[config.mk]
export PLATFORM = sky130hd
export DESIGN_NAME = mpuart
export DESIGN_NICKNAME = d
export VERILOG_FILES = /design/src/rtl/mpuart_pkg.sv /design/src/rtl/mpuart_baud.sv /design/src/rtl/mpuart_tx.sv /design/src/rtl/mpuart_rx.sv /design/src/rtl/mpuart_brk.sv /design/src/rtl/mpuart.sv
export SDC_FILE = /design/constraint.sdc
export NUM_CORES = 1
export LEC_CHECK = 0
export BUFFER_PORTS_ARGS = -buffer_cell sky130_fd_sc_hd__buf_2
export CAP_MARGIN = 5
export CORE_MARGIN = 2
export CORE_UTILIZATION = 55
export DETAILED_ROUTE_END_ITERATION = 6
export MAX_ROUTING_LAYER = met4
export PLACE_DENSITY = 0.77
export SLEW_MARGIN = 20
export SYNTH_ARGS = -nofsm -noshare
export SYNTH_HDL_FRONTEND = slang
export SYNTH_SLANG_ARGS = --single-unit
[constraint.sdc]
create_clock -name clk -period 2.2 [get_ports clk]
set_input_delay 0.44 -clock clk [delete_from_list [all_inputs] [get_ports clk]]
set_output_delay 0.44 -clock clk [all_outputs]
set_load 0.02 [all_outputs]
[src/rtl/mpuart_pkg.sv]
// Package: shared types and register layout for the serial transceiver.
// Assumes: 5-bit register port, two addresses.
package mpuart_pkg;

    localparam int REG_W = 5;

    // control register fields (address 0)
    localparam int C_RXE = 0;
    localparam int C_TXE = 1;
    localparam int C_LEN = 2;
    localparam int C_ADR = 3;
    localparam int C_CLR = 4;

    // status register fields (address 1)
    localparam int S_FRE = 0;
    localparam int S_ORE = 1;
    localparam int S_PAR = 2;
    localparam int S_BRK = 3;

    typedef enum logic [1:0] {RX_IDLE, RX_START, RX_BITS, RX_STOP} rx_state_t;

    // number of data bits for a given length bit
    function automatic logic [3:0] data_bits(input logic len8);
        return len8 ? 4'd8 : 4'd7;
    endfunction

    // whether a frame carries a marker/parity bit in the given mode
    function automatic logic has_extra(input logic [1:0] mode, input logic par_en);
        return (mode == 2'd1) || ((mode == 2'd0) && par_en);
    endfunction

endpackage

[src/rtl/mpuart_baud.sv]
// Module: oversampling tick generator.
// Emits a one-cycle tick every DIV clocks. Assumes DIV >= 1.
module mpuart_baud #(
    parameter int DIV = 2
) (
    input  logic clk,
    input  logic rst_n,
    output logic tick
);

    generate
        if (DIV <= 1) begin : g_every
            // every cycle is a tick once out of reset
            always_ff @(posedge clk) begin
                tick <= rst_n;
            end
        end else begin : g_div
            localparam int CW = $clog2(DIV);
            logic [CW-1:0] cnt;
            // free-running divider
            always_ff @(posedge clk) begin
                if (!rst_n) begin
                    cnt  <= '0;
                    tick <= 1'b0;
                end else if (cnt == CW'(DIV - 1)) begin
                    cnt  <= '0;
                    tick <= 1'b1;
                end else begin
                    cnt  <= cnt + 1'b1;
                    tick <= 1'b0;
                end
            end
        end
    endgenerate

endmodule

[src/rtl/mpuart_tx.sv]
// Module: frame transmitter.
// Builds a whole frame when a byte is accepted and shifts it out, one bit
// every BIT_CLKS clocks. Dropping tx_en aborts at once and idles the line.
// Assumes BIT_CLKS >= 2.
module mpuart_tx
    import mpuart_pkg::*;
#(
    parameter int BIT_CLKS  = 32,
    parameter bit PARITY_EN = 1'b1
) (
    input  logic       clk,
    input  logic       rst_n,
    input  logic       tx_en,
    input  logic       len8,
    input  logic [1:0] mode,
    input  logic       adr_flag,
    input  logic [7:0] tx_data,
    input  logic       tx_valid,
    output logic       tx_ready,
    output logic       txd
);

    localparam int CW = $clog2(BIT_CLKS);

    logic [11:0]   shreg;
    logic [11:0]   frame;
    logic [3:0]    nbits;
    logic [3:0]    left;
    logic [CW-1:0] cnt;
    logic          busy;
    logic [3:0]    nd;
    logic          extra;
    logic          xval;
    logic [8:0]    dext;

    // compose the frame image: start, data LSB first, optional extra, stop
    always_comb begin
        nd    = data_bits(len8);
        extra = has_extra(mode, PARITY_EN);
        dext  = {1'b0, (len8 ? tx_data : {1'b0, tx_data[6:0]})};
        xval  = (mode == 2'd1) ? adr_flag : ^dext;
        frame = '1;
        frame[0] = 1'b0;
        for (int i = 0; i < 9; i++) begin
            if (i < int'(nd)) begin
                frame[1+i] = dext[i];
            end else if ((i == int'(nd)) && extra) begin
                frame[1+i] = xval;
            end
        end
        nbits = nd + 4'd2 + {3'b000, extra};
    end

    // shift engine with bit timer
    always_ff @(posedge clk) begin
        if (!rst_n) begin
            shreg <= '1;
            busy  <= 1'b0;
            cnt   <= '0;
            left  <= '0;
        end else if (!tx_en) begin
            shreg <= '1;
            busy  <= 1'b0;
            cnt   <= '0;
            left  <= '0;
        end else if (!busy) begin
            if (tx_valid) begin
                shreg <= frame;
                busy  <= 1'b1;
                cnt   <= '0;
                left  <= nbits;
            end
        end else if (cnt == CW'(BIT_CLKS - 1)) begin
            cnt   <= '0;
            shreg <= {1'b1, shreg[11:1]};
            left  <= left - 1'b1;
            if (left == 4'd1) begin
                busy <= 1'b0;
            end
        end else begin
            cnt <= cnt + 1'b1;
        end
    end

    assign tx_ready = tx_en && !busy;
    assign txd      = shreg[0];

endmodule

[src/rtl/mpuart_rx.sv]
// Module: frame receiver.
// Detects a falling edge, confirms the start bit at mid-bit, then samples
// each bit every OVS ticks at its middle. Pulses done with the stop check.
// Dropping rx_en returns to idle without reporting the frame.
// Assumes rxd_s is already synchronised and OVS is even.
module mpuart_rx
    import mpuart_pkg::*;
#(
    parameter int OVS       = 16,
    parameter bit PARITY_EN = 1'b1
) (
    input  logic       clk,
    input  logic       rst_n,
    input  logic       rx_en,
    input  logic       os_tick,
    input  logic       rxd_s,
    input  logic       len8,
    input  logic [1:0] mode,
    output logic       done,
    output logic       frm_err,
    output logic       par_err,
    output logic       xbit,
    output logic [7:0] data
);

    localparam int TW = $clog2(OVS);

    rx_state_t     state;
    logic [TW-1:0] tcnt;
    logic [3:0]    idx;
    logic [8:0]    sh;
    logic          prev;
    logic [3:0]    nd;
    logic [3:0]    total;
    logic          extra;
    logic          mid_start;
    logic          mid_bit;

    // frame shape and decoded outputs
    always_comb begin
        nd        = data_bits(len8);
        extra     = has_extra(mode, PARITY_EN);
        total     = nd + {3'b000, extra};
        data      = len8 ? sh[7:0] : {1'b0, sh[6:0]};
        xbit      = sh[nd];
        par_err   = extra && (mode == 2'd0) && (xbit != ^data);
        mid_start = os_tick && (tcnt == TW'(OVS / 2 - 1));
        mid_bit   = os_tick && (tcnt == TW'(OVS - 1));
    end

    // receive state machine
    always_ff @(posedge clk) begin
        if (!rst_n) begin
            state   <= RX_IDLE;
            tcnt    <= '0;
            idx     <= '0;
            sh      <= '0;
            prev    <= 1'b1;
            done    <= 1'b0;
            frm_err <= 1'b0;
        end else begin
            prev <= rxd_s;
            done <= 1'b0;
            if (!rx_en) begin
                state <= RX_IDLE;
            end else begin
                case (state)
                    RX_IDLE: begin
                        if (prev && !rxd_s) begin
                            state <= RX_START;
                            tcnt  <= '0;
                        end
                    end
                    RX_START: begin
                        if (mid_start) begin
                            tcnt <= '0;
                            idx  <= '0;
                            sh   <= '0;
                            state <= rxd_s ? RX_IDLE : RX_BITS;
                        end else if (os_tick) begin
                            tcnt <= tcnt + 1'b1;
                        end
                    end
                    RX_BITS: begin
                        if (mid_bit) begin
                            tcnt    <= '0;
                            sh[idx] <= rxd_s;
                            idx     <= idx + 1'b1;
                            if (idx == total - 1'b1) begin
                                state <= RX_STOP;
                            end
                        end else if (os_tick) begin
                            tcnt <= tcnt + 1'b1;
                        end
                    end
                    RX_STOP: begin
                        if (mid_bit) begin
                            tcnt    <= '0;
                            done    <= 1'b1;
                            frm_err <= !rxd_s;
                            state   <= RX_IDLE;
                        end else if (os_tick) begin
                            tcnt <= tcnt + 1'b1;
                        end
                    end
                    default: state <= RX_IDLE;
                endcase
            end
        end
    end

endmodule

[src/rtl/mpuart_brk.sv]
// Module: long-low (break) detector.
// Counts oversampling ticks while the line is low and enabled; pulses hit
// once when LIMIT ticks have been seen. Saturates until the line rises.
module mpuart_brk #(
    parameter int LIMIT = 176
) (
    input  logic clk,
    input  logic rst_n,
    input  logic en,
    input  logic os_tick,
    input  logic rxd_s,
    output logic hit
);

    localparam int CW = $clog2(LIMIT + 1);

    logic [CW-1:0] cnt;

    // low-time counter
    always_ff @(posedge clk) begin
        if (!rst_n) begin
            cnt <= '0;
        end else if (!en || rxd_s) begin
            cnt <= '0;
        end else if (os_tick && (cnt != CW'(LIMIT))) begin
            cnt <= cnt + 1'b1;
        end
    end

    assign hit = en && !rxd_s && os_tick && (cnt == CW'(LIMIT - 1));

endmodule

[src/rtl/mpuart.sv]
// Module: multiprocessor serial transceiver, top level.
// Holds the control and status registers, the received-byte holding stage,
// and wires the tick generator, transmitter, receiver and break detector.
// Assumes a synchronous active-low reset and an asynchronous rxd.
module mpuart
    import mpuart_pkg::*;
#(
    parameter int CLK_DIV    = 2,
    parameter int OVS        = 16,
    parameter bit PARITY_EN  = 1'b1,
    parameter int BREAK_BITS = 11
) (
    input  logic             clk,
    input  logic             rst_n,
    input  logic [1:0]       mode,
    input  logic             reg_wr,
    input  logic             reg_addr,
    input  logic [REG_W-1:0] reg_wdata,
    output logic [REG_W-1:0] reg_rdata,
    input  logic [7:0]       tx_data,
    input  logic             tx_valid,
    output logic             tx_ready,
    output logic             txd,
    input  logic             rxd,
    output logic [7:0]       rx_data,
    output logic             rx_valid,
    input  logic             rx_ready,
    output logic [3:0]       status
);

    localparam int BIT_CLKS  = CLK_DIV * OVS;
    localparam int BRK_TICKS = BREAK_BITS * OVS;

    logic       ctrl_rxe;
    logic       ctrl_txe;
    logic       ctrl_len;
    logic       ctrl_adr;
    logic       rx_adr_last;
    logic       fre_q, ore_q, par_q, brk_q;
    logic       len8_eff;
    logic       os_tick;
    logic [1:0] rxd_sync;
    logic       rx_done, rx_ferr, rx_perr, rx_xbit;
    logic [7:0] rx_word;
    logic       brk_hit;
    logic       wr_ctrl, wr_stat, err_clr;

    assign len8_eff = mode[1] | ctrl_len;
    assign wr_ctrl  = reg_wr && !reg_addr;
    assign wr_stat  = reg_wr && reg_addr;
    assign err_clr  = wr_ctrl && reg_wdata[C_CLR];

    // two-stage synchroniser on the serial input
    always_ff @(posedge clk) begin
        if (!rst_n) begin
            rxd_sync <= 2'b11;
        end else begin
            rxd_sync <= {rxd_sync[0], rxd};
        end
    end

    // control register
    always_ff @(posedge clk) begin
        if (!rst_n) begin
            ctrl_rxe <= 1'b0;
            ctrl_txe <= 1'b0;
            ctrl_len <= 1'b0;
            ctrl_adr <= 1'b0;
        end else if (wr_ctrl) begin
            ctrl_rxe <= reg_wdata[C_RXE];
            ctrl_txe <= reg_wdata[C_TXE];
            ctrl_len <= reg_wdata[C_LEN];
            ctrl_adr <= reg_wdata[C_ADR];
        end
    end

    // error flags, received-marker capture and break flag
    always_ff @(posedge clk) begin
        if (!rst_n) begin
            fre_q       <= 1'b0;
            ore_q       <= 1'b0;
            par_q       <= 1'b0;
            brk_q       <= 1'b0;
            rx_adr_last <= 1'b0;
        end else begin
            if (err_clr) begin
                fre_q <= 1'b0;
                ore_q <= 1'b0;
                par_q <= 1'b0;
            end else if (rx_done) begin
                fre_q <= fre_q | rx_ferr;
                par_q <= par_q | rx_perr;
                ore_q <= ore_q | (rx_valid && !rx_ready);
            end
            if (rx_done && (mode == 2'd1)) begin
                rx_adr_last <= rx_xbit;
            end
            if (wr_stat && reg_wdata[S_BRK]) begin
                brk_q <= 1'b0;
            end else if (brk_hit) begin
                brk_q <= 1'b1;
            end
        end
    end

    // received-byte holding stage with valid/ready
    always_ff @(posedge clk) begin
        if (!rst_n) begin
            rx_valid <= 1'b0;
            rx_data  <= '0;
        end else if (rx_done && !(rx_valid && !rx_ready)) begin
            rx_valid <= 1'b1;
            rx_data  <= rx_word;
        end else if (rx_ready) begin
            rx_valid <= 1'b0;
        end
    end

    // register read mux
    always_comb begin
        reg_rdata = '0;
        if (!reg_addr) begin
            reg_rdata[C_RXE] = ctrl_rxe;
            reg_rdata[C_TXE] = ctrl_txe;
            reg_rdata[C_LEN] = ctrl_len;
            reg_rdata[C_ADR] = (mode == 2'd1) ? rx_adr_last : ctrl_adr;
        end else begin
            reg_rdata[S_FRE] = fre_q;
            reg_rdata[S_ORE] = ore_q;
            reg_rdata[S_PAR] = par_q;
            reg_rdata[S_BRK] = brk_q;
        end
    end

    assign status = {brk_q, par_q, ore_q, fre_q};

    mpuart_baud #(.DIV(CLK_DIV)) u_baud (
        .clk  (clk),
        .rst_n(rst_n),
        .tick (os_tick)
    );

    mpuart_tx #(.BIT_CLKS(BIT_CLKS), .PARITY_EN(PARITY_EN)) u_tx (
        .clk     (clk),
        .rst_n   (rst_n),
        .tx_en   (ctrl_txe),
        .len8    (len8_eff),
        .mode    (mode),
        .adr_flag(ctrl_adr),
        .tx_data (tx_data),
        .tx_valid(tx_valid),
        .tx_ready(tx_ready),
        .txd     (txd)
    );

    mpuart_rx #(.OVS(OVS), .PARITY_EN(PARITY_EN)) u_rx (
        .clk    (clk),
        .rst_n  (rst_n),
        .rx_en  (ctrl_rxe),
        .os_tick(os_tick),
        .rxd_s  (rxd_sync[1]),
        .len8   (len8_eff),
        .mode   (mode),
        .done   (rx_done),
        .frm_err(rx_ferr),
        .par_err(rx_perr),
        .xbit   (rx_xbit),
        .data   (rx_word)
    );

    mpuart_brk #(.LIMIT(BRK_TICKS)) u_brk (
        .clk    (clk),
        .rst_n  (rst_n),
        .en     (mode == 2'd3),
        .os_tick(os_tick),
        .rxd_s  (rxd_sync[1]),
        .hit    (brk_hit)
    );

endmodule

## After elaboration in Yosys (flattened, before gate mapping)

Cells that the tools add are included.

- Bits of input ports: 22
- Output and inout port bits: 20
- Memories: 0
- Word-level logic and storage cells: 200
- Bits in latches: 0
- Register bits after elaboration: 74
- Memory bits (read-only): 0
- RAM bits: 0

- Equal/unequal tests: 27
- Multiplexer cells: 64
- $lt $le $gt $ge: 12
- Bitwise gates (word level): 5
- Multiply operators: 0
- Reduce and logical (&&, ||, !) cells: 56
- Shift operators: 0
- $add $sub $neg: 10
- Div/mod/pow operators: 0

Operators by type and width:

| operator | count |
|---|---|
| $mux W4 | 11 |
| $mux W12 | 3 |
| $mux W1 | 30 |
| $logic_and A1 B1 Y1 | 27 |
| $eq A4 B4 Y1 const A | 5 |
| $mux W9 | 2 |
| $pmux W9 S2 | 1 |
| $lt A3 B4 Y1 const A | 4 |
| $mux W8 | 2 |
| $mux W5 | 3 |
| $mux W2 | 6 |
| $pmux W4 S3 | 1 |
| $lt A4 B5 Y1 const B | 2 |
| $ne A2 B1 Y1 const B | 5 |
| $reduce_or A2 Y1 | 5 |
| $bwmux W9 | 1 |
| $reduce_xor A9 Y1 | 1 |
| $add A4 B1 Y4 | 2 |
| $add A4 B1 Y4 const B | 2 |
| $add A8 B1 Y8 const B | 1 |
| $eq A3 B4 Y1 const A | 2 |
| $eq A8 B8 Y1 const B | 1 |
| $lt A1 B4 Y1 const A | 2 |
| $lt A2 B4 Y1 const A | 2 |
| 33 further kinds | 53 |

## Logic depth before layout (Yosys ltp)

Gate-level depths: netlist of the first run.

- Depth in word-level cells: 8
- Mapped depth: 9
- Gate-level depth less buffers: 8

## By module

A second synthesis of the first run with hierarchy kept.

- Cells, all modules: 458
- Area total of the unflattened synthesis: 3918.8 um^2

By module, submodules not included:

| module | sequential area each (um^2) | area an instance (um^2) | cells an instance | instances |
|---|---|---|---|---|
| mpuart_rx | 440.4 | 1431.4 | 173 | 1 |
| mpuart_tx | 400.4 | 1123.6 | 139 | 1 |
| mpuart | 400.4 | 880.8 | 92 | 1 |
| mpuart_brk | 160.2 | 426.7 | 50 | 1 |
| mpuart_baud | 40.0 | 56.3 | 4 | 1 |

## Worst setup path before layout of the first run

OpenSTA, ideal clock, no wires.

- Path kind: register to register
- Start: register u_rx.state[0]
- End: register u_rx.sh[2]
- Stages on the path, launching flop included: 9
- Library setup time: 0.117 ns
- Arrival time: 1.749 ns
- Period minus slack after synthesis: 1.866 ns
- Path buffers: 1
- Required time: 2.083 ns
- Slack: 0.334 ns
- Path through: dfxtp_1 inv_1 ha_1 mux2i_1 a41oi_2 buf_6 nor4_4 mux2i_1 nor2_1

- Word-level cells in the longest chain between the ends: 3
- Elaborated cells on any way between the ends: 7
- Classes of those cells: eq/ne (4); mux (1); reduce/logical (2)

Ends and longest elaborated chain:

| item | line | source |
|---|---|---|
| from (decl) | mpuart_rx.sv:28 | `rx_state_t state;` |
| from (signal assigned) | mpuart_rx.sv:79 | `state <= rxd_s ? RX_IDLE : RX_BITS;` |
| $eq A2 B2 Y1 or $eq A2 B1 Y1 (tied branches) | mpuart_rx.sv:67 | `case (state)` |
| $ne A2 B1 Y1 (no line) or $reduce_bool A2 Y1 (tied branches) | n/a |  |
| $reduce_and A4 Y1 (no line) | n/a |  |
| to (signal, indexed assignment) | mpuart_rx.sv:87 | `sh[idx] <= rxd_s;` |
| to (decl) | mpuart_rx.sv:31 | `logic [8:0] sh;` |

Parallel ways exist; a longest one is shown, timed or not.
A chain may end at the register's enable or synchronous reset.

## Worst setup path after layout of the first run

- Start: register u_tx.cnt[0]
- End: register u_tx.left[3]

- Word-level cells in the longest chain between the ends: 3

Ends and longest elaborated chain:

| item | line | source |
|---|---|---|
| from (decl) | mpuart_tx.sv:29 | `logic [CW-1:0] cnt;` |
| from (signal assigned) | mpuart_tx.sv:81 | `cnt <= cnt + 1'b1;` |
| $eq A5 B5 Y1 | mpuart_tx.sv:73 | `end else if (cnt == CW'(BIT_CLKS - 1)) begin` |
| $ne A2 B2 Y1 (no line) | n/a |  |
| $reduce_and A2 Y1 (no line) | n/a |  |
| to (signal assigned) | mpuart_tx.sv:71 | `left <= nbits;` |
| to (signal assigned) | mpuart_tx.sv:76 | `left <= left - 1'b1;` |
| to (decl) | mpuart_tx.sv:28 | `logic [3:0] left;` |

No other way between the ends.

==> results of run 1 <==
-- area by class of cell --
class / count / area (um2) / share of cell area (%)
clock buffers: 10 / 138 / 3.33
well taps: 77 / 96.3 / 2.33
inverters: 13 / 48.8 / 1.18
multi-input cells: 297 / 2020 / 48.7
repair buffers: 55 / 313 / 7.56
flip-flops and latches: 72 / 1440 / 34.9
clock inverters: 6 / 82.6 / 2.00
-- cell usage after synthesis, types with 3 or more instances --
library cell	count
a21oi_1	18
a31oi_1	6
and2_1	4
buf_2	4
buf_4	6
clkbuf_1	12
dfxtp_1	72
ha_1	15
inv_1	13
mux2_2	3
mux2i_1	28
nand2_1	36
nand2b_1	7
nand3_1	7
nand3b_1	3
nand4_1	9
nor2_1	62
nor2b_1	8
nor3_1	7
nor3b_1	7
o21ai_0	20
xnor2_1	16
xor2_1	5
-- metal layers --
metal,vias to the layer above,part of all wire (%),track usage (%)
li1,1482,-,-
met1,1389,44,26.8
met2,52,50,36.9
met3,25,2.7,3.70
met4,0,3.3,12.4
met5,-,0,-
-- cells in the final DEF, fill, tap and decap left out, drive strengths merged, types with 2 or more instances in the layout --
cell type	count
and2	4
a21oi	18
a21bo	2
nor2b	8
nand2b	7
nor4	3
a221oi	3
nand3b	3
nor3	7
o21ai	22
clkbuf	10
dfxtp	72
bufinv	2
mux2	3
buf	55
xor2	5
inv	13
a311oi	2
nand2	36
xnor3	2
a31oi	6
xnor2	17
nand4	9
ha	15
mux2i	28
clkinv	3
nor3b	7
nand3	7
a32oi	2
nor2	63
-- through the flow --
stage	power, uW	hold WS, ns	setup WS (ns)
2_1_floorplan	1470	0.379	0.334
3_3_place_gp	1530	0.389	0.108
3_5_place_dp	1530	0.391	0.0159
4_1_cts	2670	0.267	0.000734
5_1_grt	2750	0.282	-0.0374
6_report	2660	0.281	0.104
-- cells by family (layout without fill, tap and decap cells) --
group	Yosys count	in the layout	synth area share, %
mux	31	31	8.71
other cells	1	1	0.104
xor+xnor	24	24	6.80
fa+ha+maj	15	15	5.21
simple gates	158	158	21.9
buf+inv	37	84	4.86
compound gates	68	68	12.4
flops	72	72	40.0
-- what timing repair did --
item | 4_1_cts | 5_1_grt
pin swaps | 0 | 1
hold buffers | 0 | 0
endpoints found under the setup margin | 1 | 15
buffers inserted | 0 | 5
gates resized for setup | 1 | 4
-- how the worst max path moves through the flow --
stage	endpoint	depth (start not counted)	start	slack (ns)
after floorplan	u_rx.sh[2]	8	u_rx.state[0]	0.33
after global placement	u_rx.sh[3]	8	flop	0.11
after detailed placement	u_tx.shreg[9]	7	u_tx.cnt[0]	0.02
after global routing	u_tx.left[3]	7	u_tx.cnt[0]	-0.04
final	u_tx.left[3]	7	u_tx.cnt[0]	0.10
after CTS	u_rx.sh[3]	8	flop	0.0007
-- registers in the layout, summed over array words and instances, names as in the netlist, 2 cells and up, named ones only --
register / cells
u_rx.tcnt: 4
u_rx.idx: 4
u_tx.left: 4
rx_data: 8
u_tx.cnt: 5
u_tx.shreg: 10
rxd_sync: 2
u_rx.sh: 9
u_brk.cnt: 8
-- where the power goes --
group | total (uW) | internal [uW] | switching [uW]
sequential | 1320 | 1310 | 9.44
combinational | 179 | 78.8 | 100
clock | 1160 | 663 | 495
-- worst max-delay path: cells and delay by family (launching register included) --
family                   cells  cell delay (ns)
AND/OR/NAND/NOR              4             0.97
AO/OA/AOI/OAI                1             0.17
adder cells (fa/ha/maj)      2             0.47
flip-flops                   1             0.41
==> results.yml, run 1 <==
global_routing:
  grt_max_degree: 22
  number_of_global_route_vias_before_repair: 2841
  globalRouteTotalUtil_pct: 22.7
  gr-total-overflow: 0
  grt_antenna_before_repair: 0
  global_route_wire_length_before_repair_um: 12800
timing:
  final-hold-violation-count: 0
  period_minus_slack_ns: 2.10
  relSlewSlack_pct: 52.7
  finClkSkew_ns: 0.0120
  setup_viol_count_final: 0
  fmaxAchievable_ghz: 0.477
  maxSlewViolCount: 0
  setup_total_negative_slack_ns: 0
  min_period_over_period_pct: 95.3
  worstMarginPinSlew_ns: 0.701
clock_tree:
  cts_tree: "built"
  cts.root.buffer_cell: "clkbuf_8"
  numClockSinks: 72
  cts.reportedPaths.clkPinSlew_ns: 0.08
  cts_buffer_depth: 2
  worstSkewPairLatency_ns: 0.35
  depth_of_the_cts_h_tree: 3
  numCtsBuffers: 9
place:
  dp_hpwl_um: 5460
  gpl_wtd_cong: 0.899
  placed_cells: 509
  io_buffers: 40
  dpl_cell_area_um2: 3850
floorplanning:
  overall_die_area_um2: 7220
  placementRows: 29
  pin_count: 42
  die_w_um: 85.0
  floorplan.core_area_um2: 6350
  starting_density_of_the_core_pct: 56.8
  die_h_um: 85.0
pwr:
  cellLeakagePower_uw: 0.00164
  p_per_area_nw_per_um2: 643
  ir_worst_vdd_uv: 473
setup_path:
  crit_type: "flop to flop"
  arrival_ns: 2.38
  max_stage_delay_ns: 0.62
  critPathCaptureType: "flop"
  timing.critical_path.slowest_stage_cell: "or4b_2"
  rr_endpoint: "u_tx.left[3]"
  reg2reg_depth: 7
  crit_chain: "ha_1 > and3_1 > ha_1 > or4b_2 > a21oi_1 > nor2_1 > nor2_1"
  critical_path_required_ns: 2.48
  critical_path_peak_fanout: 6
  setup_slack_reg_to_reg_ns: 0.10
  r2r-start: "u_tx.cnt[0]"
  kind_of_launch_point_of_the_worst_setup_path: "flop"
drt:
  wirelength_um: 7810
  post-route-drc-count: 0
  wl_per_cell_um: 14.7
  avgViaCountPerCell: 5.56
  ant_nets: 0
  route.vias.total: 2948
  drt_pre_antenna_iters: 4
  number_of_drc_markers_after_the_initial_detailed_route_iteration: 79
cells_and_area:
  area_growth_syn_to_layout_pct: 14.7
  drive_gt1_share_pct: 19.4
  final-instance-count-excl-fill: 530
  final_design_area_no_fill_um2: 4140
  final_util_pct: 65.1
  insertedDiodeCount: 0
  final.fill_count: 522
  layout.nets: 485
synthesis:
  async_reset_ff_share_pct: 0
  yosys_warnings: 0
  most_area_consuming_cells_after_synthesis: "dfxtp_1 (40%), mux2i_1 (7.8%), nor2_1 (6.5%)"
  ys_types: 54
  synthesis.area_um2: 3600
  synth_edf_count: 0
  syn_nets: 443
  synth_sequential_area_ratio_pct: 40.0
  post_synth.cell_area_avg_um2: 8.88
  synth_largest_area_cell: "dfxtp_1"
  netlist.area_leader.share_pct: 40.0
  postSynth.topFlopCell: "dfxtp_1"
  post_synth_inst_count: 406
  synth-seq-cells: 72
hold_path:
  number_of_cells_traversed_by_the_worst_hold_path: 2
  kind_of_path_behind_the_tightest_hold_check: "primary input to flop"
  hold_path_startpoint: "rxd"
  worst_hold_path.endpoint: "rxd_sync[0]"
run:
  number_of_violations_of_the_max_capacitance_limit: 0
run_status:
  run_status: "complete, no violations"
No activity file was read; power rests on OpenSTA's default activity.
==> run 2, diff against run 1 <==
--- a/config.mk
+++ b/config.mk
@@ -8,10 +8,11 @@
 export BUFFER_PORTS_ARGS = -buffer_cell sky130_fd_sc_hd__buf_2
 export CAP_MARGIN = 5
 export CORE_MARGIN = 2
-export CORE_UTILIZATION = 55
+export CORE_UTILIZATION = 35
 export DETAILED_ROUTE_END_ITERATION = 6
 export MAX_ROUTING_LAYER = met4
-export PLACE_DENSITY = 0.77
+export PLACE_DENSITY = 0.53
+export SETUP_SLACK_MARGIN = 0.4
 export SLEW_MARGIN = 20
 export SYNTH_ARGS = -nofsm -noshare
 export SYNTH_HDL_FRONTEND = slang
==> results.yml, run 2 (synthesized netlist as in run 1, its figures left out) <==
setup_path:
  critPathCaptureType: "flop"
  arrival_ns: 2.08
  critical_path_required_ns: 2.44
  critical_path_peak_fanout: 7
  kind_of_launch_point_of_the_worst_setup_path: "flop"
  crit_type: "flop to flop"
timing:
  finClkSkew_ns: 0.0113
  maxSlewViolCount: 0
  relSlewSlack_pct: 51.0
  setup_total_negative_slack_ns: 0
  final-hold-violation-count: 0
  fmaxAchievable_ghz: 0.542
  worstMarginPinSlew_ns: 0.726
  min_period_over_period_pct: 83.8
  final.hold.worst_slack_ns: 0.288
  grt_setup_unrepaired: "yes"
  final_critical_path_setup_slack_ns: 0.355
  period_minus_slack_ns: 1.84
  setup_viol_count_final: 0
place:
  io_buffers: 40
  dp_slack_ns: 0.186
  dp_hpwl_um: 5700
  dpl_cell_area_um2: 3930
  gpl_wtd_cong: 0.814
cells_and_area:
  area_growth_syn_to_layout_pct: 21.2
  top_regs: "u_tx.shreg: 10 flops, u_rx.sh: 9 flops"
  multi_input_area_um2: 2120
  insertedDiodeCount: 0
  layout.cells.most_common_list: "dfxtp_1 (67), nor2_1 (57), buf_2 (38), nand2_1 (35), mux2i_1 (28)"
  drive_gt1_share_pct: 24.9
  mostFrequentLayoutCell: "dfxtp_1"
  flip_flop_count_of_the_largest_register_all_copies_and_words_added: 10
  final_design_area_no_fill_um2: 4370
  area.sequential_um2: 1450
  layout.nets: 487
  largest_reg_by_ff_count: "u_tx.shreg"
  final.fill_count: 1004
clock_tree:
  worstSkewPairLatency_ns: 0.35
  cts_tree: "built"
  depth_of_the_cts_h_tree: 3
  cts_buffer_depth: 2
  numClockSinks: 72
  cts.root.buffer_cell: "clkbuf_8"
  cts.reportedPaths.clkPinSlew_ns: 0.07
  numCtsBuffers: 9
drt:
  drt_pre_antenna_iters: 6
  wirelength_met1_um: 3660
  ant_nets: 0
  number_of_drc_markers_after_the_initial_detailed_route_iteration: 60
  post-route-drc-count: 0
  wl_met2_um: 3980
  avgViaCountPerCell: 4.95
  wirelength_um: 8030
  top_layer_used: "met4"
  route.vias.total: 2920
  wl_per_cell_um: 13.6
  met3_length_um: 223
floorplanning:
  starting_density_of_the_core_pct: 35.6
  floorplan.core_area_um2: 10100
  die_h_um: 105
  overall_die_area_um2: 11100
  die_w_um: 105
  placementRows: 37
  pin_count: 42
global_routing:
  globalRouteTotalUtil_pct: 14.9
  number_of_global_route_vias_before_repair: 2731
  global_route_wire_length_before_repair_um: 12900
  grt_max_degree: 17
  gr-total-overflow: 0
  grt_antenna_before_repair: 0
pwr:
  cellLeakagePower_uw: 0.00164
  p_per_area_nw_per_um2: 620
  ir_worst_vdd_uv: 233
hold_path:
  kind_of_path_behind_the_tightest_hold_check: "primary input to flop"
run_status:
  run_status: "complete, no violations"
run:
  number_of_violations_of_the_max_capacitance_limit: 0
-- run 2: cell count changes in the layout (fill, tap and decap cells not counted), sizes merged --
| cell | before | now |
|---|---|---|
| clkinv | 3 | 0 |
| clkbuf | 10 | 12 |
| buf | 55 | 56 |
| inv | 13 | 14 |
-- run 2: layout make-up --
cell class	instances	area share, %
Multi-Input combinational cell	297	48.5
Sequential cell	72	33.3
Timing Repair Buffer	57	7.88
Tap cell	136	3.90
Clock buffer	11	3.47
Clock inverter	4	1.75
Inverter	13	1.23
-- run 2: final timing paths --
| check | from | endpoint | slack, ns | cells after the start |
|---|---|---|---|---|
| setup / recovery | flop | u_rx.sh[7] | 0.36 | 9 |
| hold / removal | rxd | rxd_sync[0] | 0.29 | 2 |
| setup reg to reg | flop | u_rx.sh[7] | 0.36 | 9 |
| hold reg to reg | rxd_sync[0] | rxd_sync[1] | 0.41 | 1 |
-- run 2: repair_timing --
action,CTS,global route
gates cloned,0,2
pin swaps,1,11
endpoints found under the setup margin,19,31
setup buffers,1,4
resized for setup,14,33
hold buffers,0,0
-- run 2: critical path, cell delays in order, from the launching register on --
cell and delay [ns]:
dfxtp_4 0.39, inv_4 0.05, ha_4 0.15, mux2i_1 0.16
a41oi_2 0.18, buf_6 0.19, o31ai_4 0.27, buf_4 0.16
buf_8 0.13, nor2_1 0.05
-- run 2: per-layer routing --
layer	track usage, %	vias to the layer above
met5	-	-
met4	5.33	0
met3	4.08	12
met2	24.8	41
met1	17.3	1383
li1	-	1484
-- run 2: report_power, final --
group	switching (uW)	total, uW	leakage [uW]	internal (uW)
sequential	11.3	1320	0.000585	1310
combinational	104	190	0.000947	86.2
clock	495	1190	0.000112	698
total	610	2710	0.00164	2100
-- run 2: metrics by stage --
| stage | total power, uW | utilization (%) | cells |
|---|---|---|---|
| 3_3_place_gp | 1530 | 38.8 | 568 |
| 6_report | 2710 | 43.1 | 590 |
| 5_1_grt | 2830 | 43.1 | 590 |
| 3_5_place_dp | 1530 | 38.8 | 568 |
| 4_1_cts | 2740 | 41.6 | 584 |
| 2_1_floorplan | 1470 | - | 406 |
